`src/rtl/xbs_pkg.sv`:
```
package xbs_pkg;

  // one set of pin levels for the three strobes, all active low
  typedef struct packed {
    logic rd_n;
    logic lo_n;
    logic hi_n;
  } strobe_t;

  localparam strobe_t STROBE_IDLE = '{rd_n: 1'b1, lo_n: 1'b1, hi_n: 1'b1};

  // style actually in force: split only on a 16-bit bus
  function automatic logic eff_split(input logic style_bit, input logic bus8);
    return style_bit & ~bus8;
  endfunction

  // the odd byte lane is touched by an odd byte access or any word
  function automatic logic odd_lane(input logic a0, input logic word);
    return a0 | word;
  endfunction

  // the even byte lane is touched only when bit 0 is clear
  function automatic logic even_lane(input logic a0);
    return ~a0;
  endfunction

  function automatic strobe_t encode(input logic split, input logic bus8,
                                     input logic write, input logic word,
                                     input logic a0);
    strobe_t s;
    s = STROBE_IDLE;
    s.rd_n = write;
    if (bus8) begin
      s.lo_n = ~write;
      s.hi_n = 1'b1;
    end else if (!split) begin
      s.lo_n = ~write;
      s.hi_n = ~odd_lane(a0, word);
    end else if (write) begin
      s.lo_n = ~even_lane(a0);
      s.hi_n = ~odd_lane(a0, word);
    end
    return s;
  endfunction

endpackage

```
`src/rtl/xbs_mode_ctl.sv`:
```
module xbs_mode_ctl #(
  parameter int REG_W    = 8,
  parameter int MODE_BIT = 2,
  parameter int PROT_BIT = 1
) (
  input  logic             clk,
  input  logic             rst_n,
  input  logic             reg_wr_i,
  input  logic             reg_sel_i,
  input  logic [REG_W-1:0] reg_wdata_i,
  output logic             style_q_o,
  output logic             unlock_q_o,
  output logic             mode_commit_o,
  output logic             mode_blocked_o
);
  localparam logic SEL_MODE = 1'b0;
  localparam logic SEL_PROT = 1'b1;

  logic mode_wr, prot_wr;
  logic style_q, unlock_q;
  logic unused_wdata;

  assign unused_wdata   = ^reg_wdata_i;
  assign mode_wr        = reg_wr_i && (reg_sel_i == SEL_MODE);
  assign prot_wr        = reg_wr_i && (reg_sel_i == SEL_PROT);
  assign mode_commit_o  = mode_wr && unlock_q;
  assign mode_blocked_o = mode_wr && !unlock_q;

  always_ff @(posedge clk or negedge rst_n) begin
    if (!rst_n) begin
      style_q  <= 1'b0;
      unlock_q <= 1'b0;
    end else begin
      if (mode_commit_o) begin
        style_q  <= reg_wdata_i[MODE_BIT];
        unlock_q <= 1'b0;
      end else if (prot_wr) begin
        unlock_q <= reg_wdata_i[PROT_BIT];
      end
    end
  end

  assign style_q_o  = style_q;
  assign unlock_q_o = unlock_q;
endmodule

```
`src/rtl/xbs_encode.sv`:
```
module xbs_encode
  import xbs_pkg::*;
(
  input  logic    style_i,
  input  logic    bus8_i,
  input  logic    req_i,
  input  logic    write_i,
  input  logic    word_i,
  input  logic    a0_i,
  output strobe_t next_o,
  output logic    split_o
);
  assign split_o = eff_split(style_i, bus8_i);

  always_comb begin
    next_o = STROBE_IDLE;
    if (req_i) next_o = encode(split_o, bus8_i, write_i, word_i, a0_i);
  end
endmodule

```
`src/rtl/xbs_out_stage.sv`:
```
module xbs_out_stage
  import xbs_pkg::*;
#(
  parameter int ADDR_W = 20
) (
  input  logic              clk,
  input  logic              rst_n,
  input  logic              req_i,
  input  strobe_t           next_i,
  input  logic [ADDR_W-1:0] addr_i,
  output strobe_t           strobe_o,
  output logic [ADDR_W-1:0] addr_o
);
  always_ff @(posedge clk or negedge rst_n) begin
    if (!rst_n) begin
      strobe_o <= STROBE_IDLE;
      addr_o   <= '0;
    end else begin
      strobe_o <= next_i;
      addr_o   <= req_i ? addr_i : '0;
    end
  end
endmodule

```
`src/rtl/xbus_strobe_gen.sv`:
```
module xbus_strobe_gen
  import xbs_pkg::*;
#(
  parameter int ADDR_W   = 20,
  parameter int REG_W    = 8,
  parameter int MODE_BIT = 2,
  parameter int PROT_BIT = 1
) (
  input  logic              clk,
  input  logic              rst_n,
  input  logic              bus8_i,
  input  logic              reg_wr_i,
  input  logic              reg_sel_i,
  input  logic [REG_W-1:0]  reg_wdata_i,
  input  logic              req_i,
  input  logic [ADDR_W-1:0] req_addr_i,
  input  logic              req_word_i,
  input  logic              req_write_i,
  output logic              rd_n_o,
  output logic              wlo_n_o,
  output logic              whi_n_o,
  output logic [ADDR_W-1:0] addr_o
);
  // named internal events, observed by the bound checker
  logic    style_q, unlock_q, mode_commit, mode_blocked, split_now;
  strobe_t strobe_next, strobe_q;

  xbs_mode_ctl #(
    .REG_W(REG_W), .MODE_BIT(MODE_BIT), .PROT_BIT(PROT_BIT)
  ) u_mode (
    .clk(clk), .rst_n(rst_n),
    .reg_wr_i(reg_wr_i), .reg_sel_i(reg_sel_i), .reg_wdata_i(reg_wdata_i),
    .style_q_o(style_q), .unlock_q_o(unlock_q),
    .mode_commit_o(mode_commit), .mode_blocked_o(mode_blocked)
  );

  xbs_encode u_enc (
    .style_i(style_q), .bus8_i(bus8_i), .req_i(req_i),
    .write_i(req_write_i), .word_i(req_word_i), .a0_i(req_addr_i[0]),
    .next_o(strobe_next), .split_o(split_now)
  );

  xbs_out_stage #(.ADDR_W(ADDR_W)) u_out (
    .clk(clk), .rst_n(rst_n), .req_i(req_i), .next_i(strobe_next),
    .addr_i(req_addr_i), .strobe_o(strobe_q), .addr_o(addr_o)
  );

  assign rd_n_o  = strobe_q.rd_n;
  assign wlo_n_o = strobe_q.lo_n;
  assign whi_n_o = strobe_q.hi_n;
endmodule

```
`config.mk`:
```
export PLATFORM = sky130hd
export DESIGN_NAME = xbus_strobe_gen
export DESIGN_NICKNAME = d
export VERILOG_FILES = /design/src/rtl/xbs_pkg.sv /design/src/rtl/xbs_mode_ctl.sv /design/src/rtl/xbs_encode.sv /design/src/rtl/xbs_out_stage.sv /design/src/rtl/xbus_strobe_gen.sv
export SDC_FILE = /design/constraint.sdc
export NUM_CORES = 1
export LEC_CHECK = 0
export ABC_AREA = 1
export BUFFER_PORTS_ARGS = -buffer_cell sky130_fd_sc_hd__buf_2
export CELL_PAD_IN_SITES_DETAIL_PLACEMENT = 1
export CELL_PAD_IN_SITES_GLOBAL_PLACEMENT = 2
export CORE_MARGIN = 2
export CORE_UTILIZATION = 23
export CTS_BUF_LIST = sky130_fd_sc_hd__clkbuf_4 sky130_fd_sc_hd__clkbuf_8 sky130_fd_sc_hd__clkbuf_16
export CTS_CLUSTER_DIAMETER = 50
export DETAILED_ROUTE_END_ITERATION = 6
export PLACE_DENSITY = 0.89
export SYNTH_ARGS = -nofsm -noshare
export SYNTH_HDL_FRONTEND = slang
export SYNTH_SLANG_ARGS = --single-unit
```
`constraint.sdc`:
```
create_clock -name clk -period 1.4 [get_ports clk]
set_input_delay 0.07 -clock clk [delete_from_list [all_inputs] [get_ports clk]]
set_output_delay 0.07 -clock clk [all_outputs]
set_load 0.05 [all_outputs]
```
## Word-level counts from Yosys, hierarchy flattened

Index checks and enable logic that the tools add are counted.

| cells by class | value |
|---|---|
| mux-type cells | 7 |
| bitwise logic cells | 6 |
| reductions and logical operators | 4 |

Operators with widths:

| operator | number |
|---|---|
| 20-bit two-way mux | 1 |
| 2-bit two-way mux | 3 |
| 1-bit NOT | 4 |
| 1-bit logical AND | 3 |
| 3-bit two-way mux | 1 |
| 1-bit two-way mux | 2 |
| 2-bit nonzero test | 1 |
| 1-bit AND | 1 |
| 1-bit bitwise OR | 1 |

| storage, ports and cells | value |
|---|---|
| bits in registers | 25 |
| input bits | 36 |
| output and inout bits | 23 |
| logic and storage cells | 23 |

## Logic depth before layout (Yosys ltp)

Gate-level depths: netlist of the first run.

| depth | value |
|---|---|
| depth in word-level cells | 6 |
| depth in mapped cells | 4 |
| mapped depth without buffers | 4 |

## Modules after synthesis

From an unflattened synthesis of the first run, not the netlist that was laid out.

| second synthesis, totals | value |
|---|---|
| cells, all modules | 92 |
| area, all modules | 909.6 µm² |

Modules (own cells, without submodules):

| module | instances | cells each | area an instance (µm²) | seq. area each (µm²) |
|---|---|---|---|---|
| xbs_out_stage | 1 | 65 | 752.0 | 579.3 |
| xbs_mode_ctl | 1 | 13 | 101.3 | 50.0 |
| xbs_encode | 1 | 14 | 56.3 | 0.0 |

## Least setup slack after synthesis of the first run

No wires, ideal clock.

| timing | value |
|---|---|
| kind | reg2out |
| start point | reg u_out.strobe_o[2] (netlist name) |
| end point | out rd_n_o |
| arrival | 0.656 ns |
| required time | 1.330 ns |
| setup slack | 0.674 ns |
| stages on the path, launching flop included | 1 |
| buffers on the path | 0 |
| path through | dfstp_2 |

RTL lines:

| item | RTL line | RTL |
|---|---|---|
| from (decl) | xbs_out_stage.sv:11 | `output strobe_t strobe_o,` |
| from (signal assigned) | xbs_out_stage.sv:19 | `strobe_o <= next_i;` |
| to (decl) | xbus_strobe_gen.sv:19 | `output logic rd_n_o,` |

No word-level cell between the ends.

## Worst setup path in the final report of the first run

| timing | value |
|---|---|
| start point | reg u_out.strobe_o[2] (netlist name) |
| end point | out rd_n_o |

No word-level cell between the ends.

==> flow_summary.toml, run 1 <==
[outcome]
status = "finished clean"

[yosys]
netlist_area_um2 = 890
synthCells = 89
yosysWarnings = 0
synth_area_per_cell_um2 = 10.0
yosysUniqueCellTypes = 9
yosys_register_bits = 25
synth.net_count = 125
seq_area_frac_synth_pct = 70.7

[power]
powerDensity_nw_per_um2 = 1120
peakVddDrop_mv = 0.728
fin_total_pwr_mw = 1.50
p_leak_nw = 0.865

[placed_design]
place_area_um2 = 1190
portBuffers = 52
globalplace.congestion = 0.671
dp_hpwl_um = 1610

[clock_tree]
htreeDepth = 1
cts.sinks = 25
clockRootBuffer = "clkbuf_8"
post_cts_buffers = 0
clock_path_buffers = 2
path_clk_slew_ps = 80
holdBufCountCts = 11
clk_latency_ps = 260
cts_buffers = 3
cts_tree = "built"
cts_resized = 0

[worst_setup_path]
r2r-end = "u_out.strobe_o[1]"
end_kind = "primary output"
max_stage_delay_ps = 530
cp_num_buf_inv = 1
worst-endpoint-required_ps = 1330
crit_slowest_cell = "dfstp_2"
cp_max_fo = 1
r2r_slack_ps = 690
crit_path_cell_trace = "buf_2"
cp_top_family = "flip-flops"
crit_type = "flop to primary output"
critPathLaunchType = "flop"
reg2regPathDepth = 4
crit_arrival_ps = 1050
rr_startpoint = "u_mode.style_q_o"

[die]
row_count = 22
core_area_um2 = 3690
dieArea_um2 = 4380
initial_core_util_pct = 24.1
die_x_um = 66.2
io_pins = 59
die_y_um = 66.2

[global_route]
antenna_found_initial = 0
grt_max_degree = 26
grt-ovfl-total = 0
grtUsageTotal_pct = 10.5
grt_pass1_vias = 803
grt_pass1_wl_um = 3440

[route]
drc = 0
viasPerCell = 3.78
routed_wl_um = 2080
ant_nets = 0
wire_per_inst_um = 10.3
drt_first_pass_iters = 4
drtIter0Drc = 4
routed-via-count = 763

[layout]
num_antenna_cells = 0
design_area_um2 = 1350
syn_to_final_growth_pct = 51.3
final_layout_size_suffix_gt1_share_pct = 38.3
final_common_cell = "buf_2"
nNetsFinal = 191
final_cell_mix = "buf_2 (52), nand2_1 (30), inv_1 (25)"
final_core_util_pct = 36.5
n_fill_cell = 466

[run]
drv_cap = 0

[min_path]
hold_path.class = "input port to flop"
whs_endpoint = "u_out.addr_o[14]"
hold_start = "req_addr_i[14]"
hold_depth = 3

[sta]
setup_viol = 0
fin_skew_ps = 5.10
worst_pin_slew_ps = 551
slew_headroom_pct = 63.3
hold_viol = 0
drv_slew = 0
fmax_mhz = 890
min_period_ps = 1120
fin_tns_setup_ps = 0
finalCritPeriodShare_pct = 80.2
whs_ps = 5.22
rsz0062_at_grt = "no"
==> metrics by stage <==
| stage | instances | setup slack, ps |
|---|---|---|
| global route | 202 | 243 |
| detailed placement | 187 | 560 |
| finish | 202 | 277 |
| global placement | 187 | 589 |
| floorplan | 89 | 674 |
| CTS | 202 | 259 |
==> synth_stat cells <==
| master | count | area, µm² |
|---|---|---|
| nand4_1 | 1 | 6.26 |
| a21oi_1 | 1 | 5.00 |
| dfstp_2 | 3 | 78.8 |
| nand3_1 | 1 | 5.00 |
| nor2_1 | 4 | 15.0 |
| buf_6 | 2 | 22.5 |
| dfrtp_1 | 22 | 551 |
| inv_1 | 25 | 93.8 |
| nand2_1 | 30 | 113 |
==> cells by family after synthesis <==
kind of cell,synth area share (%)
buf+inv,13.1
flops,70.7
compound gates,0.562
simple gates,15.6
==> worst max-delay path by stage <==
stage | start | endpoint | slack (ps) | cells past startpoint
floorplan | u_out.strobe_o[2] | rd_n_o | 670 | 0
global placement | u_out.strobe_o[0] | whi_n_o | 590 | 1
detailed placement | u_out.strobe_o[2] | rd_n_o | 560 | 1
CTS | u_out.strobe_o[2] | rd_n_o | 260 | 1
global route | u_out.strobe_o[2] | rd_n_o | 240 | 1
finish | u_out.strobe_o[2] | rd_n_o | 280 | 1
==> flip-flops by register name, indices dropped and copies added, names as in the netlist <==
register,cells
u_out.addr_o,20
u_out.strobe_o,3
u_mode.style_q_o,1
u_mode.unlock_q_o,1
==> power by group <==
part	internal, mW	switching, mW
registers	0.767	0.0126
logic	0.0908	0.208
clock network	0.222	0.204
==> layout make-up <==
| type | instances | area (µm²) | area share, % |
|---|---|---|---|
| repair buffers | 63 | 370 | 27.5 |
| flip-flops and latches | 25 | 629 | 46.7 |
| inverters | 25 | 93.8 | 6.97 |
| multi-input cells | 37 | 144 | 10.7 |
| clock buffers | 4 | 48.8 | 3.62 |
| well taps | 48 | 60.1 | 4.46 |
==> layer usage <==
| layer | global-route usage (%) | vias up | part of all wire, % |
|---|---|---|---|
| met5 | 0 | - | 0 |
| met1 | 10.5 | 350 | 36 |
| met3 | 2.73 | 4 | 7.7 |
| li1 | - | 373 | - |
| met4 | 4.08 | 0 | 2.6 |
| met2 | 20.4 | 36 | 53 |
Power figures use the tool's default switching activity.
==> inputs of run 2 (changes only) <==
ABC_AREA = 0   (was 1)
CORE_UTILIZATION = 20   (was 23)
PLACE_DENSITY = 0.79   (was 0.89)
clock period = 1 ns   (was 1.4 ns; I/O delays follow)
==> run 2 against run 1 <==
- the flow now finishes with violations (negative setup slack)
- combinational power up 49%
- clock skew decreased by 5.0 ps
- design area increased by 4.6%
- power up 43%
- cell count fell by 11%
- non-clock buffer count is 7 higher
- synthesized cell count fell by 35%
- sequential share of layout area down 2.1 points
==> flow_summary.toml, run 2 <==
[global_route]
antenna_found_initial = 0
gr-usage-met1_pct = 10.3
grtUsageTotal_pct = 9.06
busiest_layer = "met2"
grt_max_degree = 26
grt_pass1_wl_um = 3080
grt_pass1_vias = 678
grt-ovfl-total = 0
gr-usage-met3_pct = 0.812
gr-usage-met2_pct = 16.3

[placed_design]
dp_hpwl_um = 1540
place_area_um2 = 1150
dp_cells = 158
portBuffers = 52
globalplace.congestion = 0.727

[outcome]
status = "finished with violations"
violations = "negative setup slack"

[yosys]
netlist_area_um2 = 836
synth_mux_area_share_pct = 1.80
yosysWarnings = 0
seq_area_frac_synth_pct = 75.3
synth_edf_count = 0
synthFlopType = "dfrtp_1"
synthTopCellsByCount = "dfrtp_1 (22), and2_1 (20), dfstp_2 (3)"
synth_top_family_by_area = "simple AND/OR/NAND/NOR gates"
synth_most_common_cell = "dfrtp_1"
synthSimpleGateAreaFrac_pct = 18.4
synth-compound-area-share_pct = 2.54
synthXorXnorAreaFrac_pct = 0
yosysUniqueCellTypes = 15
synth_area_per_cell_um2 = 14.4
synthAdderAreaFrac_pct = 0
synth_area_leaders = "dfrtp_1 (66%), and2_1 (15%), dfstp_2 (9.4%)"
synth_top_area_share_pct = 65.9
synthCells = 58
synth.net_count = 94
synthArstFlopShare_pct = 100
synth_top_area_cell = "dfrtp_1"
yosys_register_bits = 25

[worst_setup_path]
max_stage_delay_ps = 550
reg2regPathDepth = 2
crit_path_cell_trace = "buf_8"
rr_startpoint = "u_mode.unlock_q_o"
r2r_slack_ps = 90
critPathLaunchType = "flop"
crit_slowest_cell = "dfstp_2"
crit_arrival_ps = 960
worst-endpoint-required_ps = 950
r2r-end = "u_mode.style_q_o"
cp_max_fo = 1
cp_num_buf_inv = 1
crit_type = "flop to primary output"
end_kind = "primary output"
cp_top_family = "flip-flops"

[route]
routed_wl_um = 2030
drc = 0
drtIter0Drc = 8
wire_per_inst_um = 11.3
drt_first_pass_iters = 2
routed-via-count = 682
ant_nets = 0
viasPerCell = 3.79

[layout]
largest_reg_flops = 20
design_area_um2 = 1410
n_fill_cell = 458
register_area_um2 = 629
num_antenna_cells = 0
final_cell_mix = "buf_2 (49), dfrtp_1 (22), and2_1 (20)"
final_core_util_pct = 35.2
regMostFlops = "u_out.addr_o"
multi_input_area_um2 = 190
final_layout_size_suffix_gt1_share_pct = 46.2
nNetsFinal = 167
final_common_cell = "buf_2"
instances_no_fill = 180
syn_to_final_growth_pct = 68.6
reg.largest.list = "u_out.addr_o x20, u_out.strobe_o x3"

[power]
powerDensity_nw_per_um2 = 1530
peakVddDrop_mv = 0.486
p_leak_nw = 0.729

[min_path]
hold_path.class = "input port to flop"
whs_endpoint = "u_out.addr_o[15]"
hold_start = "req_addr_i[15]"
hold_depth = 2

[sta]
min_period_ps = 1010
hold_viol = 0
worst_pin_slew_ps = 543
fmax_mhz = 991
setup_viol = 1
whs_ps = 11.2
slew_headroom_pct = 63.8
setup_ws_ps = -9.13
finalCritPeriodShare_pct = 101
fin_tns_setup_ps = -9.13
rsz0062_at_grt = "yes"
drv_slew = 0
fin_skew_ps = 0.0949

[clock_tree]
cts_buffers = 3
cts.sinks = 25
cts_tree = "built"
htreeDepth = 1
clockRootBuffer = "clkbuf_8"
clock_path_buffers = 2
path_clk_slew_ps = 90
post_cts_buffers = 0
clk_latency_ps = 260

[die]
die_y_um = 68.6
dieArea_um2 = 4710
core_area_um2 = 4000
die_x_um = 68.6
io_pins = 59
row_count = 23
initial_core_util_pct = 20.9

[run]
drv_cap = 0
==> run 2: cell types whose count changed in the layout (fill, tap and decap cells not counted), moves of 4 or more <==
cell / delta
nand2_1: -29
dlygate4sd3_1: +7
inv_1: -23
nor2_1: -4
and2_1: +20
==> run 2: layout make-up <==
class,count,area share (%)
sequential,25,44.7
timing repair buffer,70,33.4
multi-input combinational,29,13.5
tap,50,4.44
clock buffer,4,3.46
inverter,2,0.533
==> run 2: worst max-delay path by stage <==
stage                 startpoint               end  slack (ps)  cells past startpoint
2_1_floorplan  u_mode.unlock_q_o  u_mode.style_q_o         140                      2
3_3_place_gp   u_mode.unlock_q_o  u_mode.style_q_o         110                      2
3_5_place_dp   u_mode.unlock_q_o  u_mode.style_q_o         100                      2
4_1_cts        u_out.strobe_o[1]           wlo_n_o         -10                      1
5_1_grt        u_out.strobe_o[0]           whi_n_o         -50                      1
6_report       u_out.strobe_o[0]           whi_n_o          -9                      1
==> run 2: layer usage <==
metal  part of all wire, %  wire length (µm)  up-vias
met4                   1.3                27        0
li1                      -                 -      322
met3                   7.2               146        2
met1                    36               728      330
met5                     0                 0        -
met2                    56              1130       28
==> run 2: what timing repair did <==
item                                    4_1_cts  5_1_grt
hold endpoints to repair                     35        2
endpoints found under the setup margin        3        3
gates cloned                                  0        0
resized for setup                             9        0
hold buffers                                 16        2
==> run 2: power breakdown <==
part,switching (mW),internal [mW]
clock network,0.294,0.311
logic,0.270,0.177
registers,0.0252,1.08
total,0.590,1.57
==> run 2: per-stage QoR <==
stage                     setup slack (ps)  power (mW)
final                                -9.13        2.15
after detailed placement              99.6        1.51
after floorplan                        139        1.36
after CTS                            -12.3        2.19
after global routing                 -50.1        2.29
after global placement                 111        1.50
==> run 2: cell families after synthesis <==
family / Yosys count
AND/OR/NAND/NOR: 25
AO/OA/AOI/OAI: 3
multiplexers: 1
flip-flops: 25
buffers and inverters: 4
==> run 2: worst register-to-register path, delay by kind of cell (launching register included) <==
kind,cells,cell delay (ps)
flops,1,390
simple gates,1,110
mux,1,300
==> inputs of run 3 (changes only) <==
GPL_TIMING_DRIVEN = 0   (was not set)
==> run 3 against run 2 <==
- critical endpoint unchanged
- register-to-register slack barely moved
- die area did not move
- design area rose by 5.6%
- the run still ends with negative setup slack left
- core utilization rose by 2.0 points
- global-route usage rose by 1.4 points
- fmax rose by 0.23%
- cell count rose by 5.0%
- largest cell class unchanged
- non-clock buffer count rose by 9
- via count rose by 5.3%
==> flow_summary.toml, run 3 (synthesis gave the netlist of run 2 again) <==
[outcome]
status = "finished with violations"
violations = "negative setup slack"

[die]
dieArea_um2 = 4710
row_count = 23
io_pins = 59
die_x_um = 68.6
die_y_um = 68.6
core_area_um2 = 4000
initial_core_util_pct = 20.9

[clock_tree]
clk_latency_ps = 270
htreeDepth = 1
cts.sinks = 25
clock_path_buffers = 2
clockRootBuffer = "clkbuf_8"
post_cts_buffers = 0
cts_buffers = 3
cts_tree = "built"
path_clk_slew_ps = 90

[route]
wire_per_inst_um = 11.8
viasPerCell = 3.80
drc = 0
drtIter0Drc = 14
drt_first_pass_iters = 2
routed_wl_um = 2230
routed-via-count = 718
ant_nets = 0

[worst_setup_path]
crit_type = "flop to primary output"
r2r-end = "u_mode.style_q_o"
cp_top_family = "flip-flops"
end_kind = "primary output"
crit_path_cell_trace = "buf_8"
crit_arrival_ps = 960
r2r_slack_ps = 90
rr_startpoint = "u_mode.unlock_q_o"
cp_num_buf_inv = 1
crit_slowest_cell = "dfstp_2"
reg2regPathDepth = 2
worst-endpoint-required_ps = 950
cp_max_fo = 1
critPathLaunchType = "flop"
max_stage_delay_ps = 550

[sta]
finalCritPeriodShare_pct = 101
worst_pin_slew_ps = 542
hold_viol = 0
whs_ps = 4.83
setup_viol = 2
fmax_mhz = 993
fin_skew_ps = 2.46
rsz0062_at_grt = "yes"
setup_ws_ps = -6.79
slew_headroom_pct = 63.8
drv_slew = 0
min_period_ps = 1010

[global_route]
grt_max_degree = 26
grt_pass1_vias = 779
antenna_found_initial = 0
grtUsageTotal_pct = 10.5
grt_pass1_wl_um = 3510
grt-ovfl-total = 0

[min_path]
whs_endpoint = "u_mode.unlock_q_o"
hold_path.class = "input port to flop"
hold_depth = 2
hold_start = "reg_wr_i"

[layout]
num_antenna_cells = 0
multi_input_area_um2 = 190
regMostFlops = "u_out.addr_o"
final_cell_mix = "buf_2 (50), dlygate4sd3_1 (25), dfrtp_1 (22)"
largest_reg_flops = 20
syn_to_final_growth_pct = 78.0
final_common_cell = "buf_2"
reg.largest.list = "u_out.addr_o x20, u_out.strobe_o x3"
design_area_um2 = 1490
instances_no_fill = 189
nNetsFinal = 176
final_layout_size_suffix_gt1_share_pct = 43.9
n_fill_cell = 462
register_area_um2 = 629

[power]
powerDensity_nw_per_um2 = 1470
peakVddDrop_mv = 0.467
p_leak_nw = 0.759

[placed_design]
dp_hpwl_um = 1620
portBuffers = 52
globalplace.congestion = 0.686
dp_cells = 160
place_area_um2 = 1160

[run]
drv_cap = 0
run 3: changes by cell type in the layout (fill, tap and decap cells not counted), sizes merged:
cell and change:
clkinvlp +1, dlygate4sd3 +7, buf +1
run 3: how the worst max path moves through the flow:
stage               slack [ps]  cells past startpoint              start          endpoint
floorplan                  140                      2  u_mode.unlock_q_o  u_mode.style_q_o
global placement           100                      2  u_mode.unlock_q_o  u_mode.style_q_o
detailed placement          90                      2  u_mode.unlock_q_o  u_mode.style_q_o
CTS                        -20                      1  u_out.strobe_o[0]           whi_n_o
global route               -40                      1  u_out.strobe_o[2]            rd_n_o
finish                      -7                      1  u_out.strobe_o[0]           whi_n_o
run 3: stage by stage:
| stage | power [mW] | worst slack (ps) | util, % | setup TNS [ps] |
|---|---|---|---|---|
| after floorplan | 1.36 | 139 | - | 0 |
| after global placement | 1.50 | 103 | 29.0 | 0 |
| after detailed placement | 1.51 | 93.5 | 29.0 | 0 |
| after CTS | 2.22 | -21.7 | 36.7 | -53.9 |
| after global routing | 2.32 | -43.9 | 37.2 | -126 |
| final | 2.18 | -6.79 | 37.2 | -7.82 |
run 3: layout make-up:
class	instances	share of cell area, %
Buffer	2	0.589
Clock buffer	3	2.78
Clock inverter	1	0.505
Inverter	2	0.505
Multi-Input combinational cell	29	12.8
Sequential cell	25	42.3
Tap cell	50	4.21
Timing Repair Buffer	77	36.3
run 3: timing repair:
| item | in CTS | in global routing |
|---|---|---|
| hold buffers | 23 | 2 |
| hold endpoints to repair | 42 | 2 |
| resized for setup | 9 | 0 |
| pin swaps | 0 | 0 |
| endpoints found under the setup margin | 3 | 3 |
run 3: power breakdown:
part / switching, mW / internal [mW]
Sequential: 0.0259 / 1.08
Combinational: 0.276 / 0.197
Clock: 0.323 / 0.282
run 3: layer usage:
layer  vias up  global-route usage [%]  part of all wire [%]
met5         -                       0                     0
met4         0                    6.00                     0
met3         0                    1.79                   6.6
met2        30                    19.6                    57
met1       347                    10.8                    36
li1        341                       -                     -
